===== config.mk =====
export PLATFORM = sky130hd
export DESIGN_NAME = intr_halt_ctrl
export DESIGN_NICKNAME = d
export VERILOG_FILES = /design/src/rtl/ihs_pkg.sv /design/src/rtl/intr_prio_pick.sv /design/src/rtl/intr_ime_ctrl.sv /design/src/rtl/intr_wake_timer.sv /design/src/rtl/intr_halt_ctrl.sv
export SDC_FILE = /design/constraint.sdc
export NUM_CORES = 1
export LEC_CHECK = 0
export CAP_MARGIN = 20
export CORE_UTILIZATION = 53
export DETAILED_ROUTE_END_ITERATION = 7
export DONT_BUFFER_PORTS = 1
export HOLD_SLACK_MARGIN = 0.15
export PLACE_DENSITY_LB_ADDON = 0.12
export SLEW_MARGIN = 20
export SYNTH_ARGS = -nofsm -noshare
export SYNTH_HDL_FRONTEND = slang
export SYNTH_SLANG_ARGS = --single-unit

===== constraint.sdc =====
create_clock -name clk -period 1.45 [get_ports clk]
set_input_delay 0.435 -clock clk [delete_from_list [all_inputs] [get_ports clk]]
set_output_delay 0.435 -clock clk [all_outputs]
set_load 0.01 [all_outputs]

===== src/rtl/ihs_pkg.sv =====
package ihs_pkg;
   localparam int ST_IME_BIT  = 0;
   localparam int ST_HALT_BIT = 7;

   typedef enum logic [1:0] {
      ACT_NONE    = 2'd0,
      ACT_SERVICE = 2'd1,
      ACT_REPEAT  = 2'd2,
      ACT_HALT    = 2'd3
   } act_e;
endpackage


===== src/rtl/intr_prio_pick.sv =====
module intr_prio_pick #(
   parameter int N        = 5,
   parameter int IW       = 3,
   parameter bit LOW_WINS = 1'b1
) (
   input  logic          clk,
   input  logic          rst_n,
   input  logic [N-1:0]  req,
   output logic          found,
   output logic [IW-1:0] idx,
   output logic [N-1:0]  grant
);
   generate
      if (LOW_WINS) begin : g_low
         always_comb begin
            found = 1'b0;
            idx   = '0;
            for (int i = N - 1; i >= 0; i--) begin
               if (req[i]) begin
                  found = 1'b1;
                  idx   = IW'(i);
               end
            end
         end
      end else begin : g_high
         always_comb begin
            found = 1'b0;
            idx   = '0;
            for (int i = 0; i < N; i++) begin
               if (req[i]) begin
                  found = 1'b1;
                  idx   = IW'(i);
               end
            end
         end
      end
   endgenerate

   always_comb grant = found ? (N'(1) << idx) : '0;


   grant_subset_chk: assert property (@(posedge clk) disable iff (!rst_n)
      (|req) |-> ($onehot(grant) && ((grant & req) == grant)));
endmodule


===== src/rtl/intr_ime_ctrl.sv =====
module intr_ime_ctrl (
   input  logic clk,
   input  logic rst_n,
   input  logic upd,
   input  logic set_req,
   input  logic clr_req,
   input  logic svc,
   output logic ime,
   output logic allow
);
   always_ff @(posedge clk) begin
      if (!rst_n)                 ime <= 1'b0;
      else if (svc)               ime <= 1'b0;
      else if (upd && clr_req)    ime <= 1'b0;
      else if (upd && set_req)    ime <= 1'b1;
   end

   always_comb allow = ime && !(upd && (set_req || clr_req));


   ei_sets_ime_chk: assert property (@(posedge clk) disable iff (!rst_n)
      (upd && set_req && !clr_req && !svc) |=> ime);

   di_clears_ime_chk: assert property (@(posedge clk) disable iff (!rst_n)
      (upd && clr_req) |=> !ime);
endmodule


===== src/rtl/intr_wake_timer.sv =====
module intr_wake_timer #(
   parameter int CYC = 4
) (
   input  logic clk,
   input  logic rst_n,
   input  logic start,
   output logic busy,
   output logic last
);
   generate
      if (CYC == 0) begin : g_none
         always_comb begin
            busy = 1'b0;
            last = start;
         end
      end else begin : g_cnt
         localparam int CW = $clog2(CYC + 1);
         logic [CW-1:0] cnt;
         always_ff @(posedge clk) begin
            if (!rst_n)          cnt <= '0;
            else if (start)      cnt <= CW'(CYC);
            else if (cnt != '0)  cnt <= cnt - 1'b1;
         end
         always_comb begin
            busy = (cnt != '0);
            last = (cnt == CW'(1));
         end

         start_idle_chk: assert property (@(posedge clk) disable iff (!rst_n)
            start |-> !busy);
      end
   endgenerate
endmodule


===== src/rtl/intr_halt_ctrl.sv =====
module intr_halt_ctrl #(
   parameter int N_SRC    = 5,
   parameter int VEC_W    = 16,
   parameter int VEC_BASE = 'h40,
   parameter int VEC_STEP = 8,
   parameter int WAKE_CYC = 4,
   parameter bit LOW_WINS = 1'b1
) (
   input  logic             clk,
   input  logic             rst_n,
   input  logic             boundary,
   input  logic             op_ei,
   input  logic             op_di,
   input  logic             op_halt,
   input  logic             op_reti,
   input  logic [N_SRC-1:0] req,
   output logic             run,
   output logic             take_irq,
   output logic [VEC_W-1:0] irq_vec,
   output logic [N_SRC-1:0] irq_ack,
   output logic             repeat_byte,
   output logic [7:0]       status
);
   import ihs_pkg::*;

   localparam int IW = (N_SRC > 1) ? $clog2(N_SRC) : 1;

   generate
      if (N_SRC < 1 || N_SRC > 16) begin : g_bad_n
         $error("N_SRC out of range");
      end
      if (VEC_W < 8 || VEC_W > 32) begin : g_bad_w
         $error("VEC_W out of range");
      end
      if (WAKE_CYC < 0) begin : g_bad_wake
         $error("WAKE_CYC negative");
      end
   endgenerate

   logic          halted_q;
   logic          ime_w, allow_w;
   logic          found_w;
   logic [IW-1:0] idx_w;
   logic [N_SRC-1:0] grant_w;
   logic          wake_busy, wake_last;
   logic          act_bd, wake_start, chk, bug, enter, svc;
   act_e          act_n, act_q;
   logic [VEC_W-1:0] vec_n;

   always_comb begin
      act_bd     = boundary && run;
      wake_start = halted_q && (|req);
      chk        = act_bd || wake_last;
      bug        = act_bd && op_halt && !ime_w && (|req);
      enter      = act_bd && op_halt && !bug;
      svc        = chk && allow_w && found_w && !(act_bd && op_halt);
      vec_n      = VEC_W'(VEC_BASE) + VEC_W'(VEC_STEP) * VEC_W'(idx_w);
      if (svc)        act_n = ACT_SERVICE;
      else if (bug)   act_n = ACT_REPEAT;
      else if (enter) act_n = ACT_HALT;
      else            act_n = ACT_NONE;
   end

   intr_prio_pick #(.N(N_SRC), .IW(IW), .LOW_WINS(LOW_WINS)) u_pick (
      .clk(clk), .rst_n(rst_n), .req(req),
      .found(found_w), .idx(idx_w), .grant(grant_w)
   );

   intr_ime_ctrl u_ime (
      .clk(clk), .rst_n(rst_n), .upd(act_bd),
      .set_req(op_ei || op_reti), .clr_req(op_di), .svc(svc),
      .ime(ime_w), .allow(allow_w)
   );

   intr_wake_timer #(.CYC(WAKE_CYC)) u_wake (
      .clk(clk), .rst_n(rst_n), .start(wake_start),
      .busy(wake_busy), .last(wake_last)
   );

   always_ff @(posedge clk) begin
      if (!rst_n) begin
         halted_q <= 1'b0;
         act_q    <= ACT_NONE;
         irq_vec  <= '0;
         irq_ack  <= '0;
      end else begin
         if (enter)           halted_q <= 1'b1;
         else if (wake_start) halted_q <= 1'b0;
         act_q   <= act_n;
         irq_vec <= svc ? vec_n : '0;
         irq_ack <= svc ? grant_w : '0;
      end
   end

   always_comb begin
      run         = !halted_q && !wake_busy;
      take_irq    = (act_q == ACT_SERVICE);
      repeat_byte = (act_q == ACT_REPEAT);
      status      = '0;
      status[ST_IME_BIT]  = ime_w;
      status[ST_HALT_BIT] = halted_q;
   end


   svc_clears_ime_chk: assert property (@(posedge clk) disable iff (!rst_n)
      take_irq |-> !status[ST_IME_BIT]);

   no_svc_without_ime_chk: assert property (@(posedge clk) disable iff (!rst_n)
      take_irq |-> $past(ime_w));

   ack_pending_chk: assert property (@(posedge clk) disable iff (!rst_n)
      take_irq |-> ($onehot(irq_ack) && ((irq_ack & $past(req)) == irq_ack)));

   halt_stalls_chk: assert property (@(posedge clk) disable iff (!rst_n)
      status[ST_HALT_BIT] |-> !run);

   bug_no_halt_chk: assert property (@(posedge clk) disable iff (!rst_n)
      repeat_byte |-> (!status[ST_HALT_BIT] && run));

   wake_stall_chk: assert property (@(posedge clk) disable iff (!rst_n)
      ($fell(status[ST_HALT_BIT]) && (WAKE_CYC > 0)) |-> !run);
endmodule


======== Word level (Yosys, flattened, before mapping) ========
Cells that the tools add are included.
word-level totals
  output and inout bits ................... 32
  flip-flop bits (word level) ............. 28
  logic and storage cells ................. 64
operators by class
  $add $sub $neg .......................... 2
  mux-type cells .......................... 17
  reduce and logical (&&, ||, !) cells .... 32
  shift-type cells ........................ 1
  equality and inequality tests ........... 3
  bitwise operators ....................... 1
operators by type and width
  operator                                                                number
  3-bit 2-to-1 mux                                                        7
  1-bit logical AND                                                       14
  7-bit by 6-bit adder with 8-bit output (first input constant)           1
  1-bit 2-to-1 mux                                                        8
  1-bit logical NOT                                                       6
  5-bit OR reduction                                                      1
  1-bit by 3-bit << shifter with 5-bit output (first input constant)      1
  2-bit 2-to-1 mux                                                        2
  2-bit nonzero test                                                      2
  2-bit OR reduction                                                      2
  3-bit by 1-bit equality test with 1-bit output (second input constant)  1
  1-bit logical OR                                                        3
  3-bit AND reduction                                                     1
  3-bit nonzero test                                                      1
  3-bit OR reduction                                                      1
  3-bit by 1-bit subtractor with 3-bit output (second input constant)     1
  2-bit by 1-bit equality test with 1-bit output (second input constant)  1
  2-bit equality test (second input constant)                             1
  2-bit AND reduction                                                     1
  1-bit inverter                                                          1

======== Logic depth before layout (Yosys ltp) ========
Gate-level depths: netlist of run 1.
  word-level depth ........................ 12
  gate-level depth with buffers ........... 6
  mapped depth without buffers ............ 5

======== Hierarchy ========
Synthesis of run 1 repeated with hierarchy kept, for this count alone.
second synthesis, totals
  cell total of the unflattened synthesis .. 97
  area total of the unflattened synthesis .. 890.9 um2
by module, submodules not included
  module           cells an instance  area an instance (um2)  instances
  intr_halt_ctrl   59                 581.8                   1
  intr_wake_timer  19                 185.2                   1
  intr_prio_pick   13                 68.8                    1
  intr_ime_ctrl    6                  55.1                    1

======== Worst setup path after synthesis of run 1 ========
Ideal clock, no wire load.
  kind .................................... reg-to-reg
  from .................................... register u_wake.g_cnt.cnt[0]
  to ...................................... register act_q[0]
  cell stages (with the launch flop) ...... 7
  path slack .............................. 1 ps
  path buffers ............................ 1
  period minus slack after synthesis ...... 1449 ps
  data arrival time ....................... 1324 ps
  cells stage by stage .................... dfxtp_1 inv_1 ha_1 and4bb_1 mux2i_1 buf_6 o22ai_1
on the way
  cells in the longest elaborated chain, start to end .. 12
  elaborated cells on any way between the ends .. 21
  classes of those cells .................. 1 x eq/ne; 3 x mux; 17 x reduce/logical
RTL lines
  element                          line                                                              text
  from (decl)                      intr_wake_timer.sv:18                                             logic [CW-1:0] cnt;
  from (signal assigned)           intr_wake_timer.sv:21                                             else if (start) cnt <= CW'(CYC);
  from (signal assigned)           intr_wake_timer.sv:22                                             else if (cnt != '0) cnt <= cnt - 1'b1;
  3-bit nonzero test               intr_wake_timer.sv:25                                             busy = (cnt != '0);
  1-bit logical NOT                intr_halt_ctrl.sv:96                                              run = !halted_q && !wake_busy;
  1-bit logical AND                intr_halt_ctrl.sv:96
  1-bit logical AND                intr_halt_ctrl.sv:51                                              act_bd = boundary && run;
  1-bit logical AND                intr_halt_ctrl.sv:54, intr_halt_ctrl.sv:55, intr_halt_ctrl.sv:56
  1-bit logical AND (2 in series)  intr_halt_ctrl.sv:54                                              bug = act_bd && op_halt && !ime_w && (|req);
  1-bit logical NOT                intr_halt_ctrl.sv:55                                              enter = act_bd && op_halt && !bug;
  1-bit logical AND                intr_halt_ctrl.sv:55
  2-bit 2-to-1 mux                 intr_halt_ctrl.sv:60                                              else if (enter) act_n = ACT_HALT;
  2-bit 2-to-1 mux                 intr_halt_ctrl.sv:59                                              else if (bug) act_n = ACT_REPEAT;
  1-bit 2-to-1 mux (*)             intr_halt_ctrl.sv:58                                              if (svc) act_n = ACT_SERVICE;
  to (signal assigned)             intr_halt_ctrl.sv:89                                              act_q <= act_n;
  to (decl)                        intr_halt_ctrl.sv:47                                              act_e act_n, act_q;
Mark *: on every way between the ends. The rest lies on a longest branch, timed or not.
A chain may end at the register's enable or synchronous reset.

======== Worst setup path after layout of run 1 ========
  from .................................... register u_wake.g_cnt.cnt[0]
  to ...................................... output port run
on the way
  cells in the longest elaborated chain, start to end .. 3
RTL lines
  element             line                   text
  3-bit nonzero test  intr_wake_timer.sv:25
  1-bit logical NOT   intr_halt_ctrl.sv:96
  1-bit logical AND   intr_halt_ctrl.sv:96
  to (decl)           intr_halt_ctrl.sv:17   output logic run,
Every way passes these cells.

==> results of run 1 <==
==> worst min path at each step <==
stage | from | depth (start not counted) | endpoint
6_report | req[2] | 1 | irq_ack[3]
5_1_grt | req[0] | 1 | irq_vec[3]
4_1_cts | req[2] | 1 | irq_ack[3]
3_5_place_dp | req[2] | 1 | irq_ack[3]
3_3_place_gp | req[2] | 1 | irq_ack[3]
2_1_floorplan | halted_q | 2 | halted_q
==> cell usage after synthesis (all sizes together), types with 3 or more instances <==
master	number	area [um^2]
nor4	3	31.28
buf	21	161.4
inv	5	18.77
nor2	4	15.01
nor2b	3	18.77
nand2	3	11.26
ha	3	37.54
dfxtp	16	320.3
o21ai	3	15.01
nor3	5	25.02
==> stage by stage <==
| stage | std cells | hold WS (ns) | setup slack (ns) | TNS, ns |
|---|---|---|---|---|
| 6_report | 116 | 0.2044 | -0.1092 | -0.2154 |
| 3_3_place_gp | 109 | 0.5085 | -0.02203 | -0.02837 |
| 5_1_grt | 116 | 0.1923 | -0.1529 | -0.6195 |
| 3_5_place_dp | 109 | 0.5092 | -0.03215 | -0.1201 |
| 2_1_floorplan | 105 | 0.4870 | 0.0009314 | 0 |
| 4_1_cts | 116 | 0.2027 | -0.09098 | -0.1134 |
==> cell families (layout without fill, tap and decap cells) <==
group,count (synthesis),after routing,synth area share (%)
and+or+nand+nor,27,27,22.17
buffers and inverters,26,21,21.43
DFF,16,16,38.10
AOI/OAI and AO/OA,12,12,9.970
adders and majority gates,3,3,4.465
muxes,2,2,2.381
other,1,18,0.4460
xor gates and xnor gates,1,1,1.042
==> what timing repair did <==
action                     in CTS  in global routing
resized for setup              11                  2
setup endpoints to repair       9                 12
setup buffers                   3                  0
pin swaps                       2                  2
hold endpoints to repair        0                  0
==> cell type report <==
| cell class | instances | area (um^2) | share of cell area [%] |
|---|---|---|---|
| well taps | 16 | 20.02 | 2.142 |
| clock buffers | 4 | 36.28 | 3.882 |
| multi-input cells | 63 | 442.9 | 47.39 |
| repair buffers | 12 | 93.84 | 10.04 |
| inverters | 5 | 18.77 | 2.008 |
| flip-flops and latches | 16 | 322.8 | 34.54 |
==> power by group through the flow <==
stage | clock, mW | combinational, mW | sequential (mW)
after floorplan | 0 | 0.408 | 0.532
after global placement | 0 | 0.525 | 0.533
after detailed placement | 0 | 0.532 | 0.536
after CTS | 0.295 | 0.706 | 0.535
after global routing | 0.315 | 0.802 | 0.542
final | 0.291 | 0.730 | 0.535
==> flip-flops by register name, indices dropped and copies added, names as in the netlist <==
name,count
irq_ack,5
irq_vec,4
u_wake.g_cnt.cnt,3
act_q,2
halted_q,1
u_ime.ime,1
==> layer usage <==
metal | up-vias | track usage, % | part of all wire (%)
met5 | - | 0 | 0
met4 | 0 | 10.32 | 3.8
met3 | 6 | 3.478 | 7.2
met2 | 36 | 30.00 | 48
met1 | 268 | 22.74 | 41
li1 | 289 | - | -
==> reports/qor.yml, run 1 <==
status: "finished, violations left"
violations: "setup timing"
start_kind: "flip-flop"
rsz0062_at_grt: "yes"
fmax_ghz: 0.6414
drc: 0
startpoint: "u_wake.g_cnt.cnt[0]"
port_buffers: 0
place_area_um2: 830.8
cp_num_buf_inv: 2
end_kind: "primary output"
p_total_mw: 1.556
grt_start_max_net_pins: 11
layout_commonest_cell: "conb_1"
drt_pass1_iterations: 4
start_util_pct: 56.47
wl_per_cell_um: 13.10
cts_buffers: 3
ir_drop_v: 0.0009643
drtAntennaViolNets: 0
antenna_found_initial: 0
crit_slowest_cell: "dfxtp_2"
seqPwrFrac_pct: 34.4
clockRootBuffer: "clkbuf_4"
n_fill_cell: 132
dp_hpwl_um: 1064
track_usage_pct: 18.45
ys_types: 31
net-switching-power_uw: 523.1
rows: 14
pin_count: 44
synth_edf_count: 0
clk_pin_slew_worst_paths_ns: 0.09
p_int_mw: 1.033
fin_crit_sh_pct: 107.5
crit_path_end: "run"
r2r_slack_ns: -0.05
fin_area_um2: 934.6
cts_max_path_buffers: 2
leakage_nw: 0.4018
core_um2: 1489
synthCells: 88
fin_skew_ns: 0.004052
grt_pass1_wl_um: 2456
vias: 599
crit_type: "flip-flop to primary output"
path_delay_family: "flip-flops"
cts_tree: "done"
die_w_um: 41.83
syn_area_um2: 840.8
worst-r2r-cell-count: 6
cts_num_sinks: 16
grt_overflow: 0
clkPwrFrac_pct: 18.7
htreeDepth: 1
yosys_warnings: 0
nNetsFinal: 116
final-hold-violation-count: 0
die-area_um2: 1750
viasPerCell: 5.164
layout_common_cells: "18 x conb_1, 14 x dfxtp_1, 11 x buf_4"
critPathMaxStageDelay_ns: 0.34
slew_viol_final: 0
cp_max_fo: 2
drive_gt1_share_pct: 31.00
die_h_um: 41.83
finalWirelength_um: 1520
synth.ff_latch_count: 16
grt_pass1_vias: 555
finalWeightedCongestion: 0.7888
maxCapViolations: 0
cts_hold_buf: 0
period_minus_slack_ns: 1.559
final-setup-viol-count: 10
crit_cells: 5
clk_latency_ns: 0.28
hp-class: "input port to flip-flop"
crit_chain: "inv_2, ha_4, buf_6, nand2b_4, nor2_4"
diodes: 0
synth_seq_area_share_pct: 38.10
synthArstFlopShare_pct: 0
ys.flop_type: "dfxtp_1"
syn_to_final_growth_pct: 11.16
drtIter0Drc: 21
fin_util_pct: 62.77
r2r_end: "act_q[0]"
r2r_start: "u_wake.g_cnt.cnt[0]"
required_ns: 1.02
synth.avg_cell_area_um2: 9.555
timing.final.ws_setup_ns: -0.1092
p_comb_share_pct: 46.9
critPathArrivalTime_ns: 1.12
switching_share_pct: 33.61
p_per_area_nw_per_um2: 1665
(Power assumes the default switching activity.)
==> run 2, diff against run 1 <==
--- a/config.mk
+++ b/config.mk
@@ -8,8 +8,10 @@
 export CAP_MARGIN = 20
 export CORE_UTILIZATION = 53
+export CTS_CLUSTER_DIAMETER = 200
 export DETAILED_ROUTE_END_ITERATION = 7
 export DONT_BUFFER_PORTS = 1
 export HOLD_SLACK_MARGIN = 0.15
 export PLACE_DENSITY_LB_ADDON = 0.12
+export SETUP_SLACK_MARGIN = 0.15
 export SLEW_MARGIN = 20
 export SYNTH_ARGS = -nofsm -noshare
==> constraint.sdc (replaced) <==
create_clock -name clk -period 1.45 [get_ports clk]
set_input_delay 0.435 -clock clk [delete_from_list [all_inputs] [get_ports clk]]
set_output_delay 0.435 -clock clk [all_outputs]
set_load 0.02 [all_outputs]
==> reports/qor.yml, run 2 (synthesis results as in run 1) <==
status: "finished, violations left"  # unchanged
violations: "setup timing"  # unchanged
die_w_um: 41.83  # unchanged
leakage_nw: 0.4090  # was 0.4018 nW
fin_skew_ns: 0.002259  # was 0.004052 ns
finalWeightedCongestion: 0.8276  # was 0.7888
grt_overflow: 0  # unchanged
antenna_found_initial: 0  # unchanged
crit_type: "flip-flop to flip-flop"  # was flip-flop to primary output
fmax_ghz: 0.6688  # was 0.6414 GHz
cts_buffers: 3  # unchanged
fin_crit_sh_pct: 103.1  # was 107.5%
vias: 598  # was 599
critPathArrivalTime_ns: 1.68  # was 1.12 ns
period_minus_slack_ns: 1.495  # was 1.559 ns
dp_hpwl_um: 1079  # was 1064 um
clockRootBuffer: "clkbuf_4"  # unchanged
grt_start_max_net_pins: 11  # unchanged
die_h_um: 41.83  # unchanged
top_register: "irq_ack"  # unchanged
p_total_mw: 1.616  # was 1.556 mW
r2r_slack_ns: -0.05  # about the same
ir_drop_v: 0.0008900  # was 0.0009643 V
hp-class: "input port to flip-flop"  # unchanged
grt_pass1_vias: 519  # was 555
core_um2: 1489  # unchanged
htreeDepth: 1  # unchanged
diodes: 0  # unchanged
largest_reg_flops: 5  # unchanged
place_inst: 106  # was 109
clk_latency_ns: 0.29  # was 0.28 ns
end_kind: "flip-flop"  # was primary output
layout_common_cells: "18 x conb_1, 12 x dfxtp_1, 10 x buf_4"  # was 18 x conb_1, 14 x dfxtp_1, 11 x buf_4
slew_viol_final: 0  # unchanged
start_kind: "flip-flop"  # unchanged
drive_gt1_share_pct: 41.00  # was 31.00%
pin_count: 44  # unchanged
drc: 0  # unchanged
nNetsFinal: 116  # unchanged
drtIter0Drc: 8  # was 21
cts_tree: "done"  # unchanged
drtAntennaViolNets: 0  # unchanged
drt_pass1_iterations: 4  # unchanged
wl_per_cell_um: 13.39  # was 13.10 um
pre_cts_ws_ns: 0.002421  # was -0.03215 ns
p_per_area_nw_per_um2: 1643  # was 1665 nW/um^2
rows: 14  # unchanged
die-area_um2: 1750  # unchanged
finalWirelength_um: 1553  # was 1520 um
final-hold-violation-count: 0  # unchanged
cts_max_path_buffers: 2  # unchanged
cts_num_sinks: 16  # unchanged
maxCapViolations: 0  # unchanged
rsz0062_at_grt: "yes"  # unchanged
layoutNonFillerInstCount: 116  # unchanged
viasPerCell: 5.155  # was 5.164
port_buffers: 0  # unchanged
required_ns: 1.64  # was 1.02 ns
cp_max_fo: 3  # was 2
layout_commonest_cell: "conb_1"  # unchanged
cts_hold_buf: 0  # unchanged
reg_top3: "irq_ack (5), irq_vec (4), u_wake.g_cnt.cnt (3)"  # unchanged
clk_pin_slew_worst_paths_ns: 0.09  # about the same
start_util_pct: 56.47  # unchanged
grt_pass1_wl_um: 2194  # was 2456 um
timing.final.ws_setup_ns: -0.04514  # was -0.1092 ns
final-setup-viol-count: 6  # was 10
track_usage_pct: 16.65  # was 18.45%
syn_to_final_growth_pct: 16.96  # was 11.16%
run 2: cell counts in the layout (fill, tap and decap cells not counted):
Identical to the previous run, type by type.
run 2: what timing repair did:
action / in CTS / in global routing
pin swaps: 3 / 3
endpoints found under the setup margin: 14 / 15
gates resized for setup: 10 / 10
setup buffers: 3 / 3
run 2: metrics by stage:
stage / utilization (%) / hold WS (ns) / instance area (um^2) / setup TNS, ns
2_1_floorplan: - / 0.5055 / 928.4 / 0
3_3_place_gp: 55.88 / 0.5084 / 832.0 / 0
3_5_place_dp: 55.88 / 0.5089 / 832.0 / 0
4_1_cts: 62.35 / 0.1997 / 928.4 / -0.06572
5_1_grt: 66.05 / 0.1891 / 983.4 / -0.6618
6_report: 66.05 / 0.2014 / 983.4 / -0.1523
run 2: final timing paths:
path                       start          to  cells past startpoint
max          u_wake.g_cnt.cnt[1]   u_ime.ime                      7
min                       req[0]  irq_vec[3]                      1
max reg2reg  u_wake.g_cnt.cnt[1]   u_ime.ime                      7
min reg2reg            u_ime.ime  irq_ack[0]                      3
run 2: layer usage:
metal | GRT usage (%) | routed length (um) | up-vias
li1 | - | - | 289
met1 | 19.23 | 603 | 271
met2 | 27.81 | 770 | 31
met3 | 5.217 | 120 | 7
met4 | 7.742 | 59 | 0
met5 | 0 | 0 | -
run 2: worst max-delay path: stages, from the launching register on:
cell and delay [ns]:
dfxtp_2 0.36, inv_2 0.06, ha_4 0.16, and4bb_2 0.24
buf_4 0.14, buf_6 0.11, o21a_1 0.10, o221a_2 0.21
run 2: area by class of cell:
| cell class | instances | area [um^2] |
|---|---|---|
| well taps | 16 | 20.02 |
| inverters | 5 | 18.77 |
| multi-input cells | 63 | 485.5 |
| repair buffers | 12 | 97.59 |
| fillers | 125 | 505.5 |
| flip-flops and latches | 16 | 325.3 |
| clock buffers | 4 | 36.28 |
run 2: power by group:
part | switching, mW | internal [mW]
registers | 0.0478 | 0.499
clock network | 0.139 | 0.153
logic | 0.388 | 0.389
total | 0.575 | 1.04
